[src/rtl/busclr_pkg.sv]
package busclr_pkg;

    // Phases of the recovery pattern, in the order they are played
    typedef enum logic [3:0] {
        P_IDLE,
        P_START_SU,   // both released, start setup
        P_START_HD,   // data pulled with clock released: start edge
        P_DROP,       // clock falls while data still pulled (one cycle)
        P_LOW,        // clock pulled, data released
        P_HIGH,       // clock released, data released
        P_RS_SU,      // repeated start setup
        P_RS_HD,      // repeated start hold, doubles as stop setup
        P_BUF         // stop done, bus-free gap
    } phase_t;

    typedef struct packed {
        logic scl;
        logic sda;
    } pull_t;

endpackage

[src/rtl/busclr_timer.sv]
module busclr_timer #(
    parameter int W = 16
) (
    input  logic         clk,
    input  logic         rst_n,
    input  logic         load_i,
    input  logic [W-1:0] val_i,
    output logic         zero_o
);

    logic [W-1:0] cnt_d, cnt_q;

    // A loaded value N keeps zero_o low for N-1 cycles; 0 acts as 1.
    always_comb begin
        cnt_d = cnt_q;
        if (load_i) begin
            cnt_d = (val_i == '0) ? '0 : val_i - W'(1);
        end else if (cnt_q != '0) begin
            cnt_d = cnt_q - W'(1);
        end
    end

    always_ff @(posedge clk or negedge rst_n) begin
        if (!rst_n) cnt_q <= '0;
        else        cnt_q <= cnt_d;
    end

    assign zero_o = (cnt_q == '0);

    // the count steps down by one when not reloaded
    p_cnt_step_r5: assert property (@(posedge clk) disable iff (!rst_n)
        (!load_i && cnt_q != '0) |=> (cnt_q == $past(cnt_q) - W'(1)));

    // a zero load leaves the timer already expired
    p_zero_load_r10: assert property (@(posedge clk) disable iff (!rst_n)
        (load_i && val_i == '0) |=> zero_o);

endmodule

[src/rtl/busclr_lines.sv]
module busclr_lines
    import busclr_pkg::*;
(
    input  phase_t phase_i,
    output pull_t  pull_o
);

    always_comb begin
        pull_o = '{scl: 1'b0, sda: 1'b0};
        case (phase_i)
            P_START_HD: pull_o = '{scl: 1'b0, sda: 1'b1};
            P_DROP:     pull_o = '{scl: 1'b1, sda: 1'b1};
            P_LOW:      pull_o = '{scl: 1'b1, sda: 1'b0};
            P_RS_HD:    pull_o = '{scl: 1'b0, sda: 1'b1};
            default:    pull_o = '{scl: 1'b0, sda: 1'b0};
        endcase
    end

endmodule

[src/rtl/busclr_seq.sv]
module busclr_seq
    import busclr_pkg::*;
#(
    parameter int CNT_W      = 16,
    parameter int NUM_PULSES = 9
) (
    input  logic             clk,
    input  logic             rst_n,
    input  logic             trig_i,
    input  logic [CNT_W-1:0] t_high_i,
    input  logic [CNT_W-1:0] t_low_i,
    input  logic [CNT_W-1:0] t_setup_i,
    input  logic [CNT_W-1:0] t_buf_i,
    output logic             scl_pull_o,
    output logic             sda_pull_o,
    output logic             busy_o,
    output logic             done_o
);

    localparam int PW = (NUM_PULSES > 1) ? $clog2(NUM_PULSES) : 1;
    localparam logic [PW-1:0] LAST_PULSE = PW'(NUM_PULSES - 1);

    typedef struct packed {
        phase_t        phase;
        logic [PW-1:0] pulses;
        logic          done;
    } seq_t;

    seq_t             st_d, st_q;
    logic             tmr_zero;
    logic             tmr_load;
    logic [CNT_W-1:0] tmr_val;
    pull_t            pull;

    busclr_timer #(.W(CNT_W)) i_timer (
        .clk    (clk),
        .rst_n  (rst_n),
        .load_i (tmr_load),
        .val_i  (tmr_val),
        .zero_o (tmr_zero)
    );

    busclr_lines i_lines (
        .phase_i (st_q.phase),
        .pull_o  (pull)
    );

    always_comb begin
        st_d      = st_q;
        st_d.done = 1'b0;
        tmr_load  = 1'b0;
        tmr_val   = '0;

        if (st_q.phase == P_IDLE) begin
            if (trig_i) begin
                st_d.phase  = P_START_SU;
                st_d.pulses = '0;
                tmr_load    = 1'b1;
                tmr_val     = t_setup_i;
            end
        end else if (tmr_zero) begin
            tmr_load = 1'b1;
            case (st_q.phase)
                P_START_SU: begin st_d.phase = P_START_HD; tmr_val = t_setup_i; end
                P_START_HD: begin st_d.phase = P_DROP;     tmr_val = CNT_W'(1); end
                P_DROP:     begin st_d.phase = P_LOW;      tmr_val = t_low_i;   end
                P_LOW:      begin st_d.phase = P_HIGH;     tmr_val = t_high_i;  end
                P_HIGH: begin
                    if (st_q.pulses == LAST_PULSE) begin
                        st_d.phase  = P_RS_SU;
                        st_d.pulses = '0;
                        tmr_val     = t_setup_i;
                    end else begin
                        st_d.phase  = P_LOW;
                        st_d.pulses = st_q.pulses + PW'(1);
                        tmr_val     = t_low_i;
                    end
                end
                P_RS_SU:    begin st_d.phase = P_RS_HD;    tmr_val = t_setup_i; end
                P_RS_HD:    begin st_d.phase = P_BUF;      tmr_val = t_buf_i;   end
                P_BUF: begin
                    st_d.phase = P_IDLE;
                    st_d.done  = 1'b1;
                    tmr_load   = 1'b0;
                end
                default: begin
                    st_d.phase = P_IDLE;
                    tmr_load   = 1'b0;
                end
            endcase
        end
    end

    always_ff @(posedge clk or negedge rst_n) begin
        if (!rst_n) st_q <= '{phase: P_IDLE, pulses: '0, done: 1'b0};
        else        st_q <= st_d;
    end

    assign scl_pull_o = pull.scl;
    assign sda_pull_o = pull.sda;
    assign busy_o     = (st_q.phase != P_IDLE);
    assign done_o     = st_q.done;

    // idle leaves both lines released
    p_idle_released_r1: assert property (@(posedge clk) disable iff (!rst_n)
        !busy_o |-> (!scl_pull_o && !sda_pull_o));

    // pulse counter never passes the last pulse
    p_pulse_bound_r4: assert property (@(posedge clk) disable iff (!rst_n)
        st_q.pulses <= LAST_PULSE);

    // done is a single cycle and marks the end of busy
    p_done_single_r8: assert property (@(posedge clk) disable iff (!rst_n)
        done_o |=> !done_o);
    p_done_end_r8: assert property (@(posedge clk) disable iff (!rst_n)
        done_o |-> (!busy_o && $past(busy_o)));

    // once running, the pattern never returns to its first phase
    p_no_restart_r9: assert property (@(posedge clk) disable iff (!rst_n)
        (busy_o && st_q.phase != P_START_SU) |=> (st_q.phase != P_START_SU));

    // data moves under a released clock only at start/stop edges
    p_sda_edge_r11: assert property (@(posedge clk) disable iff (!rst_n)
        (!scl_pull_o && !$past(scl_pull_o) && (sda_pull_o != $past(sda_pull_o)))
            |-> (st_q.phase inside {P_START_HD, P_RS_HD, P_BUF}));

endmodule

[config.mk]
export PLATFORM = sky130hd
export DESIGN_NAME = busclr_seq
export DESIGN_NICKNAME = d
export VERILOG_FILES = /design/src/rtl/busclr_pkg.sv /design/src/rtl/busclr_timer.sv /design/src/rtl/busclr_lines.sv /design/src/rtl/busclr_seq.sv
export SDC_FILE = /design/constraint.sdc
export NUM_CORES = 1
export LEC_CHECK = 0
export ABC_AREA = 1
export ABC_CLOCK_PERIOD_IN_PS = 8100
export BUFFER_PORTS_ARGS = -buffer_cell sky130_fd_sc_hd__buf_2
export CAP_MARGIN = 5
export CORE_UTILIZATION = 44
export CTS_CLUSTER_SIZE = 8
export DETAILED_ROUTE_END_ITERATION = 16
export GPL_TIMING_DRIVEN = 0
export PLACE_DENSITY = 0.66
export SLEW_MARGIN = 20
export SYNTH_ARGS = -nofsm -noshare
export SYNTH_HDL_FRONTEND = slang
export SYNTH_HIERARCHICAL = 1
export SYNTH_SLANG_ARGS = --single-unit
export TNS_END_PERCENT = 30
[constraint.sdc]
create_clock -name clk -period 8.1 [get_ports clk]
set_clock_uncertainty 0.2 [all_clocks]
set_input_delay 2.43 -clock clk [delete_from_list [all_inputs] [get_ports clk]]
set_output_delay 2.43 -clock clk [all_outputs]
set_load 0.05 [all_outputs]
==> summary.txt <==
CTS clk-pin slew, worst paths - 0.10 ns
Worst-Skew Late Latency - 0.28 ns
HP Class - flip-flop to flip-flop
PD cells - 119 nW/µm²
Unrepaired setup endpoints after global routing - false
TritonRoute pass-1 iters - 5
Cell area after layout - 3500 µm²
Detailed router's first-iteration violation count - 120
Fraction of synthesized area in multiplexers - 0%
Clock buffers created by TritonCTS - 3
Outcome - finished clean
Number of vias after detailed routing - 3,242
Total routing resource utilization after global routing - 22.3%
Number of port buffers - 70
Gate count after technology mapping - 514
Vias in the first global route - 3,088
Commonest non-fill, non-tap cell in the layout - sky130_fd_sc_hd__nand2_1
Combinational family with the most area after synthesis - simple AND/OR/NAND/NOR gates
Detail-routed net length per standard cell - 11.0 µm
Synth Register Bits - 25
Area taken by multi-input logic gates - 2050 µm²
Initial Util - 46.5%
Worst Hold Slack - 0.349 ns
Worst setup slack before clock tree synthesis - 3.59 ns
Adder-cell share of the synthesized area - 2.08%
Final total power - 415 µW
Worst-path cell with the longest stage delay - sky130_fd_sc_hd__nor2_4
Highest-count cells in the layout ignoring fill and taps - sky130_fd_sc_hd__nand2_1, sky130_fd_sc_hd__buf_2, sky130_fd_sc_hd__inv_1
Cells on worst reg2reg path - 21
Top-level port count - 71
Largest net degree at the start of global routing - 26
Maximum fanout count along the critical path - 9
Setup slack of the worst register-to-register path - 4.73 ns
CTS max path bufs - 2
Startpoint Class - input pin
Worst stage delay on the critical path - 0.20 ns
Count of final max-slew check failures - 0
Distinct cell type count after synthesis - 28
Share of synthesized cell area in and, or, nand and nor gates - 55.9%
Num Clock Sinks - 25
Cell Chain, Critical Path - buf_2 > nand3_2 > nand2_2 > nand3_1 > nand2_1 > inv_1 > ha_1 > nand3_2 > nor2_4 > nand3_2 > nand2_2 > inv_2 > nand2_1 > a21oi_2
Relative slew margins - 62.6%
Min Clock Period, post-route - 4.21 ns
Average footprint of a synthesized cell - 5.84 µm²
Worst Hold Path EP - st_q[4]
Sequential fraction of the synthesis area - 20.8%
Number of antenna violations at the first check in global routing - 0
Endpoint kind of the worst setup timing path - flip-flop
Die Span Y - 84.6 µm
Post-route antenna net violation count - 0
Dominant synthesized flop cell - sky130_fd_sc_hd__dfrtp_1
Global-route wire length before repair - 13,300 µm
Start of the worst register-to-register path - i_timer/cnt_q[0]
Final-stage net count - 661
Number of enable-type register cells in the synthesized netlist - 0
Arrival time at the worst endpoint - 4.17 ns
Number of setup violations in the final report - 0
Area growth from synthesis to final layout - 16.4%
Smallest setup slack after layout - 3.89 ns
Worst hold path startpoint - st_q[4]
Xor/xnor cell area share of the yosys netlist - 2.33%
Root buf cell - sky130_fd_sc_hd__clkbuf_8
Number of instances on the worst hold path - 2
Worst voltage drop across the vdd grid - 0.0000448 V
Number of nets produced by synthesis - 586
Post-Place Cell Area - 3450 µm²
Data required time at the worst endpoint - 8.06 ns
Total number of H-tree levels - 1
Synth Cell Area - 3000 µm²
Post-CTS sizing - 0
Final worst-path cycle share - 52.0%
Final setup TNS - 0 ns
Hold Vio Cnt, Final - 0
WL final - 7320 µm
Final weighted congestion of routability-driven global placement - 0.909
Vias per cell - 4.88
Fillcell total - 674
Yosys warning total - 6
Placed wire-length estimate after detailed placement - 6100 µm
Capture instance of the worst register-to-register path - i_timer/cnt_q[7]
Highest clock frequency the design can meet - 0.238 GHz
Worst-margin pin slew - 0.561 ns
Clock tree from TritonCTS - done
Category of the most critical setup path - input pin to flip-flop
Drt drc - 0
Sequential cell area - 626 µm²
Area of the core - 6460 µm²
Die X-Extent - 84.6 µm
Final global-route overflow total - 0
Cell leakage power - 1.98 nW
Async SR Flop Fraction - 100%
Number of hold buffers added after CTS - 0
Antenna cells - 0
# Post-CTS Setup Buffers - 0
Standard-cell row count - 29
Complex-gate fraction of the synthesized area - 7.96%
Max Cap Violations - 0
Most prevalent standard cell on the critical path - sky130_fd_sc_hd__nand3_2
Share of layout cells above drive strength 1 - 24.7%
Total die area - 7160 µm²
-- stage by stage --
step | std cells | util [%]
6_report | 665 | 54.1
5_1_grt | 665 | 54.1
4_1_cts | 665 | 54.1
3_5_place_dp | 661 | 53.4
3_3_place_gp | 661 | 53.4
2_1_floorplan | 514 | -
-- area by class of cell --
cell class	count	area share [%]
multi-input cells	412	58.6
flip-flops and latches	25	17.9
repair buffers	70	10.0
inverters	68	7.30
well taps	77	2.75
plain buffers	9	2.08
clock buffers	3	1.18
clock inverters	1	0.143
-- cells by family after synthesis --
| family | after synthesis |
|---|---|
| simple gates | 362 |
| buf+inv | 77 |
| compound gates | 37 |
| flops | 25 |
| xor+xnor | 8 |
| fa+ha+maj | 5 |
-- synth_stat cells (8+ instances only) --
cell type                 instances  area share, %
sky130_fd_sc_hd__a21oi_2         13            3.8
sky130_fd_sc_hd__dfrtp_1         25             21
sky130_fd_sc_hd__inv_1           62            7.7
sky130_fd_sc_hd__nand2_1        213             27
sky130_fd_sc_hd__nand2_2          8            1.7
sky130_fd_sc_hd__nand3_1         42            7.0
sky130_fd_sc_hd__nand4_1         12            2.5
sky130_fd_sc_hd__nor2_1          45            5.6
sky130_fd_sc_hd__nor2_2          16            3.3
sky130_fd_sc_hd__nor2_4           8            3.0
sky130_fd_sc_hd__o21ai_0         13            2.2
sky130_fd_sc_hd__xor2_1           8            2.3
-- layer usage --
metal	routed length, µm	up-vias	global-route usage, %
met5	0	-	0
met4	63	0	5.08
met3	387	5	2.65
met2	3260	102	37.8
met1	3610	1390	30.5
li1	-	1745	-
-- flip-flops by register name, indices dropped and copies added, names as in the netlist --
name / flops
i_timer/cnt_q: 16
st_q: 8
done_o: 1
-- critical path: cells and delay by family --
family / cells / cell delay (ns)
and+or+nand+nor: 9 / 1.18
adders and majority gates: 1 / 0.19
buffers and inverters: 3 / 0.29
AOI/OAI and AO/OA: 1 / 0.06
-- power by group --
| group | switching (mW) | leakage (nW) | internal [mW] |
|---|---|---|---|
| clock | 0.0415 | 0.0255 | 0.0345 |
| sequential | 0.0321 | 0.286 | 0.151 |
| combinational | 0.0910 | 1.67 | 0.0648 |
| total | 0.165 | 1.98 | 0.250 |
-- worst max path at each step --
stage / from / to / cells after the start
3_3_place_gp: trig_i / i_timer/cnt_q[3] / 14
2_1_floorplan: trig_i / i_timer/cnt_q[10] / 13
6_report: trig_i / i_timer/cnt_q[7] / 14
5_1_grt: trig_i / i_timer/cnt_q[14] / 14
4_1_cts: trig_i / i_timer/cnt_q[14] / 14
3_5_place_dp: trig_i / i_timer/cnt_q[14] / 14
(Power assumes the default switching activity.)
